### src/rtl/tamper_lfsr_mon.sv
module tamper_lfsr_mon #(
  parameter int NTX   = 5,
  parameter int NRX   = 4,
  parameter int NENV  = 3,
  parameter int LW    = 16,
  parameter int FW    = 8,
  parameter int STEP0 = 4,
  parameter int SW    = $clog2(NTX + 1)
) (
  input  logic              clk,
  input  logic              rst_n,
  input  logic              rtc_tick,
  input  logic [NTX-1:0]    tx_en,
  input  logic [NTX*LW-1:0] tx_poly,
  input  logic [NTX*LW-1:0] tx_seed,
  input  logic [NTX*2-1:0]  tx_rate,
  output logic [NTX-1:0]    tx_out,
  input  logic [NRX-1:0]    rx_en,
  input  logic [NRX*SW-1:0] rx_sel,
  input  logic [NRX-1:0]    rx_filt_en,
  input  logic [NRX*FW-1:0] rx_filt,
  input  logic [NRX-1:0]    rx_in,
  input  logic [NRX-1:0]    status_clr,
  output logic [NRX-1:0]    status,
  input  logic [NENV-1:0]   env_flag,
  input  logic [NENV-1:0]   env_clr,
  output logic [NENV-1:0]   env_status
);
  localparam int CW = $clog2(STEP0 * 8);

  logic [NTX-1:0] half;
  logic [NRX-1:0] set_now;

  for (genvar t = 0; t < NTX; t++) begin : g_tx
    logic [LW-1:0] lfsr;
    logic [CW-1:0] cnt;
    logic [LW-1:0] poly, seed;
    logic [CW:0]   per;
    logic          step;

    assign poly = tx_poly[t*LW +: LW];
    assign seed = (tx_seed[t*LW +: LW] == '0) ? LW'(1) : tx_seed[t*LW +: LW];
    assign per  = (CW+1)'(STEP0) << tx_rate[2*t +: 2];
    assign step = ({1'b0, cnt} >= per - (CW+1)'(1));
    assign half[t] = rtc_tick && ({1'b0, cnt} == (per >> 1) - (CW+1)'(1));
    assign tx_out[t] = lfsr[LW-1];

    always_ff @(posedge clk) begin
      if (!rst_n) begin
        lfsr <= LW'(1);
        cnt  <= '0;
      end else if (!tx_en[t]) begin
        lfsr <= seed;
        cnt  <= '0;
      end else if (rtc_tick) begin
        if (step) begin
          cnt  <= '0;
          lfsr <= {lfsr[LW-2:0], 1'b0} ^ (lfsr[LW-1] ? poly : '0);
        end else begin
          cnt <= cnt + CW'(1);
        end
      end
    end

    assert_tx_hold_R4: assert property (@(posedge clk) disable iff (!rst_n)
      (tx_en[t] && !rtc_tick) |=> $stable(tx_out[t]));
  end

  for (genvar r = 0; r < NRX; r++) begin : g_rx
    logic [SW-1:0] code;
    logic [FW-1:0] filt, mc;
    logic          exp_bit, strobe, miss;

    assign code = rx_sel[r*SW +: SW];
    assign filt = rx_filt[r*FW +: FW];

    always_comb begin
      exp_bit = tx_out[0];
      strobe  = half[0];
      for (int k = 1; k < NTX; k++)
        if (code == SW'(k + 1)) begin
          exp_bit = tx_out[k];
          strobe  = half[k];
        end
    end

    assign miss = rx_in[r] ^ exp_bit;
    assign set_now[r] = rx_en[r] &&
      (rx_filt_en[r] ? (rtc_tick && miss && mc == filt) : (strobe && miss));

    always_ff @(posedge clk) begin
      if (!rst_n || !rx_en[r] || !rx_filt_en[r]) mc <= '0;
      else if (rtc_tick) mc <= !miss ? '0 : (mc == filt ? mc : mc + FW'(1));
    end

    always_ff @(posedge clk) begin
      if (!rst_n) status[r] <= 1'b0;
      else if (set_now[r]) status[r] <= 1'b1;
      else if (status_clr[r]) status[r] <= 1'b0;
    end

    assert_enabled_set_R9: assert property (@(posedge clk) disable iff (!rst_n)
      $rose(status[r]) |-> $past(rx_en[r]));
    assert_sticky_R8: assert property (@(posedge clk) disable iff (!rst_n)
      (status[r] && !status_clr[r]) |=> status[r]);
    assert_clear_R8: assert property (@(posedge clk) disable iff (!rst_n)
      (status_clr[r] && !set_now[r]) |=> !status[r]);
  end

  always_ff @(posedge clk) begin
    if (!rst_n) env_status <= '0;
    else env_status <= (env_status & ~env_clr) | env_flag;
  end

  for (genvar e = 0; e < NENV; e++) begin : g_env
    assert_env_sticky_R10: assert property (@(posedge clk) disable iff (!rst_n)
      (env_status[e] && !env_clr[e]) |=> env_status[e]);
    assert_env_set_R10: assert property (@(posedge clk) disable iff (!rst_n)
      env_flag[e] |=> env_status[e]);
  end
endmodule

### config.mk
export PLATFORM = sky130hd
export DESIGN_NAME = tamper_lfsr_mon
export DESIGN_NICKNAME = d
export VERILOG_FILES = /design/src/rtl/tamper_lfsr_mon.sv
export SDC_FILE = /design/constraint.sdc
export NUM_CORES = 1
export LEC_CHECK = 0
export BUFFER_PORTS_ARGS = -buffer_cell sky130_fd_sc_hd__buf_2
export CORE_MARGIN = 1.5
export CORE_UTILIZATION = 48
export DETAILED_ROUTE_END_ITERATION = 8
export PLACE_DENSITY = 0.76
export SETUP_SLACK_MARGIN = 0.15
export SYNTH_ARGS = -nofsm -noshare
export SYNTH_HDL_FRONTEND = slang
export SYNTH_SLANG_ARGS = --single-unit
### constraint.sdc
create_clock -name clk -period 3.8 [get_ports clk]
set_clock_uncertainty 0.2 [all_clocks]
set_input_delay 0.95 -clock clk [delete_from_list [all_inputs] [get_ports clk]]
set_output_delay 0.95 -clock clk [all_outputs]
set_load 0.02 [all_outputs]
## After elaboration in Yosys (flattened, before gate mapping)

Index checks and enable logic that the tools add are counted.

- Register bits: 144
- Input port bits: 244
- Output and inout bits: 12

- $add $sub $neg: 19
- $lt $le $gt $ge: 5
- Equal/unequal tests: 39
- Shifts and indexed selects: 5
- Mux-type cells: 82
- Bitwise logic cells: 12
- Reduce and logical (&&, ||, !) cells: 61

Operators by type and width:

| operator | count |
|---|---|
| $mux W16 | 25 |
| $logic_not A16 Y1 | 5 |
| $xor A16 B16 Y16 | 5 |
| $mux W8 | 8 |
| $mux W1 | 44 |
| $add A8 B1 Y8 const B | 4 |
| $eq A8 B8 Y1 | 4 |
| $eq A5 B6 Y1 | 5 |
| $ge A5 B6 Y1 | 5 |
| $shl A3 B2 Y6 const A | 5 |
| $sub A5 B1 Y6 const B | 5 |
| $sub A6 B1 Y6 const B | 5 |
| $reduce_and A2 Y1 | 14 |
| $add A5 B1 Y5 const B | 5 |
| $mux W5 | 5 |
| $eq A3 B2 Y1 const B | 8 |
| $eq A3 B3 Y1 const B | 8 |
| $logic_and A1 B1 Y1 | 21 |
| $ne A2 B2 Y1 const B | 9 |
| $ne A2 B1 Y1 const B | 5 |
| $logic_not A1 Y1 | 9 |
| $logic_or A1 B1 Y1 | 8 |
| $reduce_bool A2 Y1 | 4 |
| $xor A1 B1 Y1 | 4 |
| other kinds (3) | 3 |

## Depth between registers and ports, before layout

- Depth after elaboration: 12
- Mapped depth: 11
- Gate-level depth less buffers: 9

## Worst setup path before layout

No wires, ideal clock.

- Kind: input to register
- From: in tx_rate[7]
- To: reg g_tx[3].lfsr[10]
- Library setup time: 132 ps
- Data arrival time: 2,898 ps
- Slack: 570 ps
- Cell stages on the path: 10
- Buffers on the path: 2
- Path through: or2_2 > ha_1 > ha_1 > a21o_1 > a21o_1 > and2_1 > clkbuf_1 > buf_1 > o211ai_1 > a21oi_1

- Cells in the longest elaborated chain, start to end: 5

Ends and longest elaborated chain:

| element | RTL line | source |
|---|---|---|
| start: declaration | 16 | `input logic [NTX*2-1:0] tx_rate,` |
| $shl A3 B2 Y6 | 43 | `assign per = (CW+1)'(STEP0) << tx_rate[2*t +: 2];` |
| $sub A6 B1 Y6 | 44 | `assign step = ({1'b0, cnt} >= per - (CW+1)'(1));` |
| $ge A5 B6 Y1 | 44 |  |
| $ne A2 B1 Y1 (no source line) | -- |  |
| $reduce_and A2 Y1 (no source line) | -- |  |
| end signal: assignment | 58 | `lfsr <= {lfsr[LW-2:0], 1'b0} ^ (lfsr[LW-1] ? poly : '0);` |
| end: declaration | 35 | `logic [LW-1:0] lfsr;` |

No other way between the ends.
A chain may end at the register's enable or synchronous reset.

## Worst setup path in the final report

- From: in tx_rate[1]
- To: reg g_tx[0].lfsr[8]

- Cells in the longest elaborated chain, start to end: 5

Ends and longest elaborated chain:

| element | RTL line |
|---|---|
| $shl A3 B2 Y6 | 43 |
| $sub A6 B1 Y6 | 44 |
| $ge A5 B6 Y1 | 44 |
| $ne A2 B1 Y1 (no source line) | -- |
| $reduce_and A2 Y1 (no source line) | -- |
| end signal: assignment | 58 |
| end: declaration | 35 |

No other way between the ends.

==> reports/summary.txt <==
ROUTING
-----------------------------------------------------------------------------------------
Vias .......................................................................         9909
First-pass detailed-route iteration total ..................................            5
Post-detailed-routing wire length ..........................................      26.3 mm
DRC violation count after routing ..........................................            0
DRT antenna net count ......................................................            0
Routed wire length per instance ............................................      15.1 um
Vias per Instance ..........................................................         5.68
Initial detailed-routing violation count ...................................          666

CRITICAL PATH
-----------------------------------------------------------------------------------------
Critical R2R Capture ....................................................... g_tx[0].lfsr[8]
CP peak stage delay ........................................................      0.88 ns
WP data required ...........................................................      3.94 ns
CP max-delay cell .......................................................... sky130_fd_sc_hd__nor2_1
Stages on the worst setup path .............................................           10
Worst-path cell chain ...................................................... buf_2, or2_2, ha_1, ha_1, a21o_1, a21oi_1, nor2_1, buf_4, o211ai_1, a21oi_1
Largest fanout on the critical path ........................................           16
Delay-heaviest family, CP .................................................. simple AND/OR/NAND/NOR gates
Type of element capturing the critical path ................................     register
Worst Path Arrival .........................................................      3.56 ns
Sum of buffers and inverters on the critical path ..........................            2
Flop-to-flop setup slack ...................................................      1.12 ns
Type of element launching the critical path ................................    input pin
Setup CP Type .............................................................. input pin to register
FF-to-FF path depth ........................................................            8
Reg2Reg Launch Point ....................................................... g_tx[0].cnt[1]

CLOCKING
-----------------------------------------------------------------------------------------
Setup bufs post-CTS ........................................................            0
Deepest level of the CTS H-tree ............................................            4
CTS tree ...................................................................        built
Clock net sink count .......................................................          144
CTS resizes ................................................................            0
Number of buffers inserted by hold repair at cts ...........................            0
Clock Tree Buf Depth .......................................................            2
Num CTS Buffers ............................................................           17
Root cell of the clock tree ................................................ sky130_fd_sc_hd__clkbuf_16
Skew-Pair Late Insertion Delay .............................................      0.42 ns
Clock-pin slew on the worst setup and hold paths ...........................      0.06 ns

GLOBAL ROUTE
-----------------------------------------------------------------------------------------
First-pass GRT wire length .................................................      43.5 mm
Pin count of the biggest net entering global routing .......................           51
Leftover overflow at the end of global routing .............................            0
Number of antenna violations at the first check in global routing ..........            2
Total global-route track usage .............................................        0.243
Via count of the first global-routing pass .................................         9080

PLACED DESIGN
-----------------------------------------------------------------------------------------
Port bufs ..................................................................          255
Total cell area at the placement stage .....................................  11300 sq um
DPL Wire Length ............................................................      19.2 mm
Cells after DPL ............................................................         1711
RD Place Congestion ........................................................        0.871

PWR
-----------------------------------------------------------------------------------------
IR Drop Worst-Case VDD .....................................................     0.276 mV
Power Density ..............................................................  341 nW/um^2
Psw ........................................................................      1.06 mW
Fraction of power consumed by sequential logic .............................        0.395
Clock power frac ...........................................................        0.456
Pint .......................................................................      3.03 mW
Fraction of power consumed by combinational cells ..........................        0.150
Sw frac ....................................................................        0.259
Leakage power total ........................................................      4.80 nW

SYNTH
-----------------------------------------------------------------------------------------
Syn Std Cell Area ..........................................................   9920 sq um
Gate count after technology mapping ........................................         1250
Mean instance size in the synthesized netlist ..............................   7.93 sq um
Area leader, netlist ....................................................... sky130_fd_sc_hd__dfxtp_1
Most repeated cell in the gate-level netlist after synthesis ............... sky130_fd_sc_hd__dfxtp_1
Sequential cell area fraction in the yosys report ..........................        0.291
Number of synthesized flops with an enable pin .............................            0
Most frequent cells after synthesis ........................................ sky130_fd_sc_hd__dfxtp_1 (144), sky130_fd_sc_hd__nand2_1 (123), sky130_fd_sc_hd__a21oi_1 (111)
Number of synthesized register bits ........................................          144
Total of warnings raised by yosys ..........................................            0
Top area cells in the synthesized netlist .................................. sky130_fd_sc_hd__dfxtp_1 (29%), sky130_fd_sc_hd__xor2_1 (9.4%), sky130_fd_sc_hd__o211ai_1 (5.8%)
Unique masters post-synth ..................................................           71
Number of nets in the synthesized netlist ..................................         1523
Most instantiated flip-flop cell in the synthesis netlist .................. sky130_fd_sc_hd__dfxtp_1
Top-area cell type share of the netlist area ...............................        0.291
Proportion of register bits with asynchronous set or reset after synthesis .            0

CELLS AND AREA
-----------------------------------------------------------------------------------------
Syn-to-layout area delta ...................................................        20.8%
Number of non-filler instances in the completed layout .....................         1744
Post-route design area .....................................................  12000 sq um
Final standard cell utilization of the core ................................        0.592
Net count, final ...........................................................         1733
Ratio of cells with drive above 1 in the final layout ......................        0.236

MIN PATH
-----------------------------------------------------------------------------------------
Terminating pin of the worst hold path ..................................... env_status[1]
Worst Hold Class ........................................................... register to register
Hold depth .................................................................            2
Startpoint of the most critical hold path .................................. env_status[1]

DIE
-----------------------------------------------------------------------------------------
Die height .................................................................       147 um
Die area ...................................................................  21500 sq um
Effective utilization at floorplan .........................................        0.490
Core area ..................................................................  20200 sq um
Number of standard-cell rows in the floorplan ..............................           52
Die W ......................................................................       147 um
I/O pins ...................................................................          256

STA
-----------------------------------------------------------------------------------------
Slew margin rel. ...........................................................        0.217
Transition at the pin with the smallest max-transition slack ...............      1.17 ns
Number of pins exceeding their max-slew limit in the final report ..........            0
Total count of hold-check failures in the final report .....................            0
Portion of the clock cycle consumed by the worst path in the final layout ..        0.900
Achievable frequency .......................................................      292 MHz
Setup_tns ..................................................................         0 ns
Unrepaired setup endpoints after global routing ............................        false
Number of endpoints failing setup at the final stage .......................            0
Fin Hold WS ................................................................     0.285 ns
Min Tclk post-route ........................................................      3.42 ns

JOB
-----------------------------------------------------------------------------------------
Max cap viols ..............................................................            0

OUTCOME
-----------------------------------------------------------------------------------------
Run status .................................................................    completed

worst max path at each step:
| stage | startpoint | end | slack [ns] |
|---|---|---|---|
| finish | tx_rate[1] | g_tx[0].lfsr[8] | 0.38 |
| global placement | tx_rate[1] | g_tx[0].lfsr[8] | 0.03 |
| global route | tx_rate[1] | g_tx[0].lfsr[8] | 0.21 |
| CTS | tx_rate[1] | g_tx[0].lfsr[8] | 0.43 |
| floorplan | tx_rate[7] | g_tx[3].lfsr[10] | 0.57 |
| detailed placement | tx_rate[1] | g_tx[0].lfsr[8] | -0.03 |
registers in the layout (all words and copies together) (netlist names):
signal and flops:
env_status 3, g_tx.cnt 25, g_tx.lfsr 80, g_rx.mc 32, status 4
power groups by stage:
| stage | Sequential [mW] | Clock (mW) | Combinational [mW] |
|---|---|---|---|
| after detailed placement | 1.64 | 0 | 0.607 |
| final | 1.61 | 1.86 | 0.611 |
| after global routing | 1.62 | 1.96 | 0.678 |
| after CTS | 1.61 | 1.89 | 0.610 |
| after floorplan | 1.64 | 0 | 0.370 |
| after global placement | 1.64 | 0 | 0.597 |
layout by cell type, fill, tap and decap left out, types with 4 or more instances in the layout:
cell,n
sky130_fd_sc_hd__xnor2_1,20
sky130_fd_sc_hd__o21ai_1,16
sky130_fd_sc_hd__ha_1,29
sky130_fd_sc_hd__or4_1,9
sky130_fd_sc_hd__nand3b_1,7
sky130_fd_sc_hd__bufinv_16,5
sky130_fd_sc_hd__xor2_1,107
sky130_fd_sc_hd__or3_1,22
sky130_fd_sc_hd__a31oi_1,17
sky130_fd_sc_hd__o211a_1,6
sky130_fd_sc_hd__or4_4,4
sky130_fd_sc_hd__buf_4,23
sky130_fd_sc_hd__nor3_1,19
sky130_fd_sc_hd__a21o_1,15
sky130_fd_sc_hd__a311oi_1,6
sky130_fd_sc_hd__nor4_1,27
sky130_fd_sc_hd__and4_1,5
sky130_fd_sc_hd__dfxtp_1,144
sky130_fd_sc_hd__inv_1,23
sky130_fd_sc_hd__and2_1,4
sky130_fd_sc_hd__nand3_1,102
sky130_fd_sc_hd__clkbuf_16,17
sky130_fd_sc_hd__and3_1,6
sky130_fd_sc_hd__or2_2,6
sky130_fd_sc_hd__a21oi_1,111
sky130_fd_sc_hd__o21ai_0,22
sky130_fd_sc_hd__buf_2,254
sky130_fd_sc_hd__nand4_1,30
sky130_fd_sc_hd__a21boi_1,15
sky130_fd_sc_hd__o211ai_1,76
sky130_fd_sc_hd__nand4b_1,8
sky130_fd_sc_hd__nor2_1,30
sky130_fd_sc_hd__nor2b_1,9
sky130_fd_sc_hd__nand2_1,123
sky130_fd_sc_hd__nand2b_1,84
worst min-delay path: stages, from the launching register on:
cell	delay [ns]
sky130_fd_sc_hd__dfxtp_1	0.32
sky130_fd_sc_hd__a21oi_1	0.06
sky130_fd_sc_hd__nor2_1	0.06
per-layer routing:
| metal | global-route usage | part of all wire | up-vias |
|---|---|---|---|
| li1 | - | - | 4977 |
| met1 | 0.336 | 0.46 | 4574 |
| met2 | 0.390 | 0.46 | 330 |
| met5 | 0 | 0 | - |
| met3 | 0.0323 | 0.061 | 28 |
| met4 | 0.0788 | 0.013 | 0 |
metrics by stage:
step | worst slack [ns] | power (mW)
5_1_grt | 0.207 | 4.26
3_5_place_dp | -0.0269 | 2.25
6_report | 0.380 | 4.08
3_3_place_gp | 0.0264 | 2.24
2_1_floorplan | 0.570 | 2.01
4_1_cts | 0.434 | 4.11
cell type report:
type	count	area [sq um]
Antenna cell	2	5.00
Clock buffer	19	443
Clock inverter	12	206
Fill cell	1829	8260
Inverter	25	93.8
Multi-Input combinational cell	995	6570
Sequential cell	144	2880
Tap cell	270	338
Timing Repair Buffer	277	1440
cell families (layout without fill, tap and decap cells):
kind of cell / Yosys count / in the layout / share of synthesized area
AOI/OAI and AO/OA: 328 / 328 / 0.228
buffers and inverters: 111 / 333 / 0.0473
DFF: 144 / 144 / 0.291
adders and majority gates: 29 / 29 / 0.0366
other: 0 / 2 / 0
muxes: 8 / 8 / 0.00984
and+or+nand+nor: 503 / 503 / 0.275
xor gates and xnor gates: 127 / 127 / 0.112
Power figures use the tool's default switching activity.
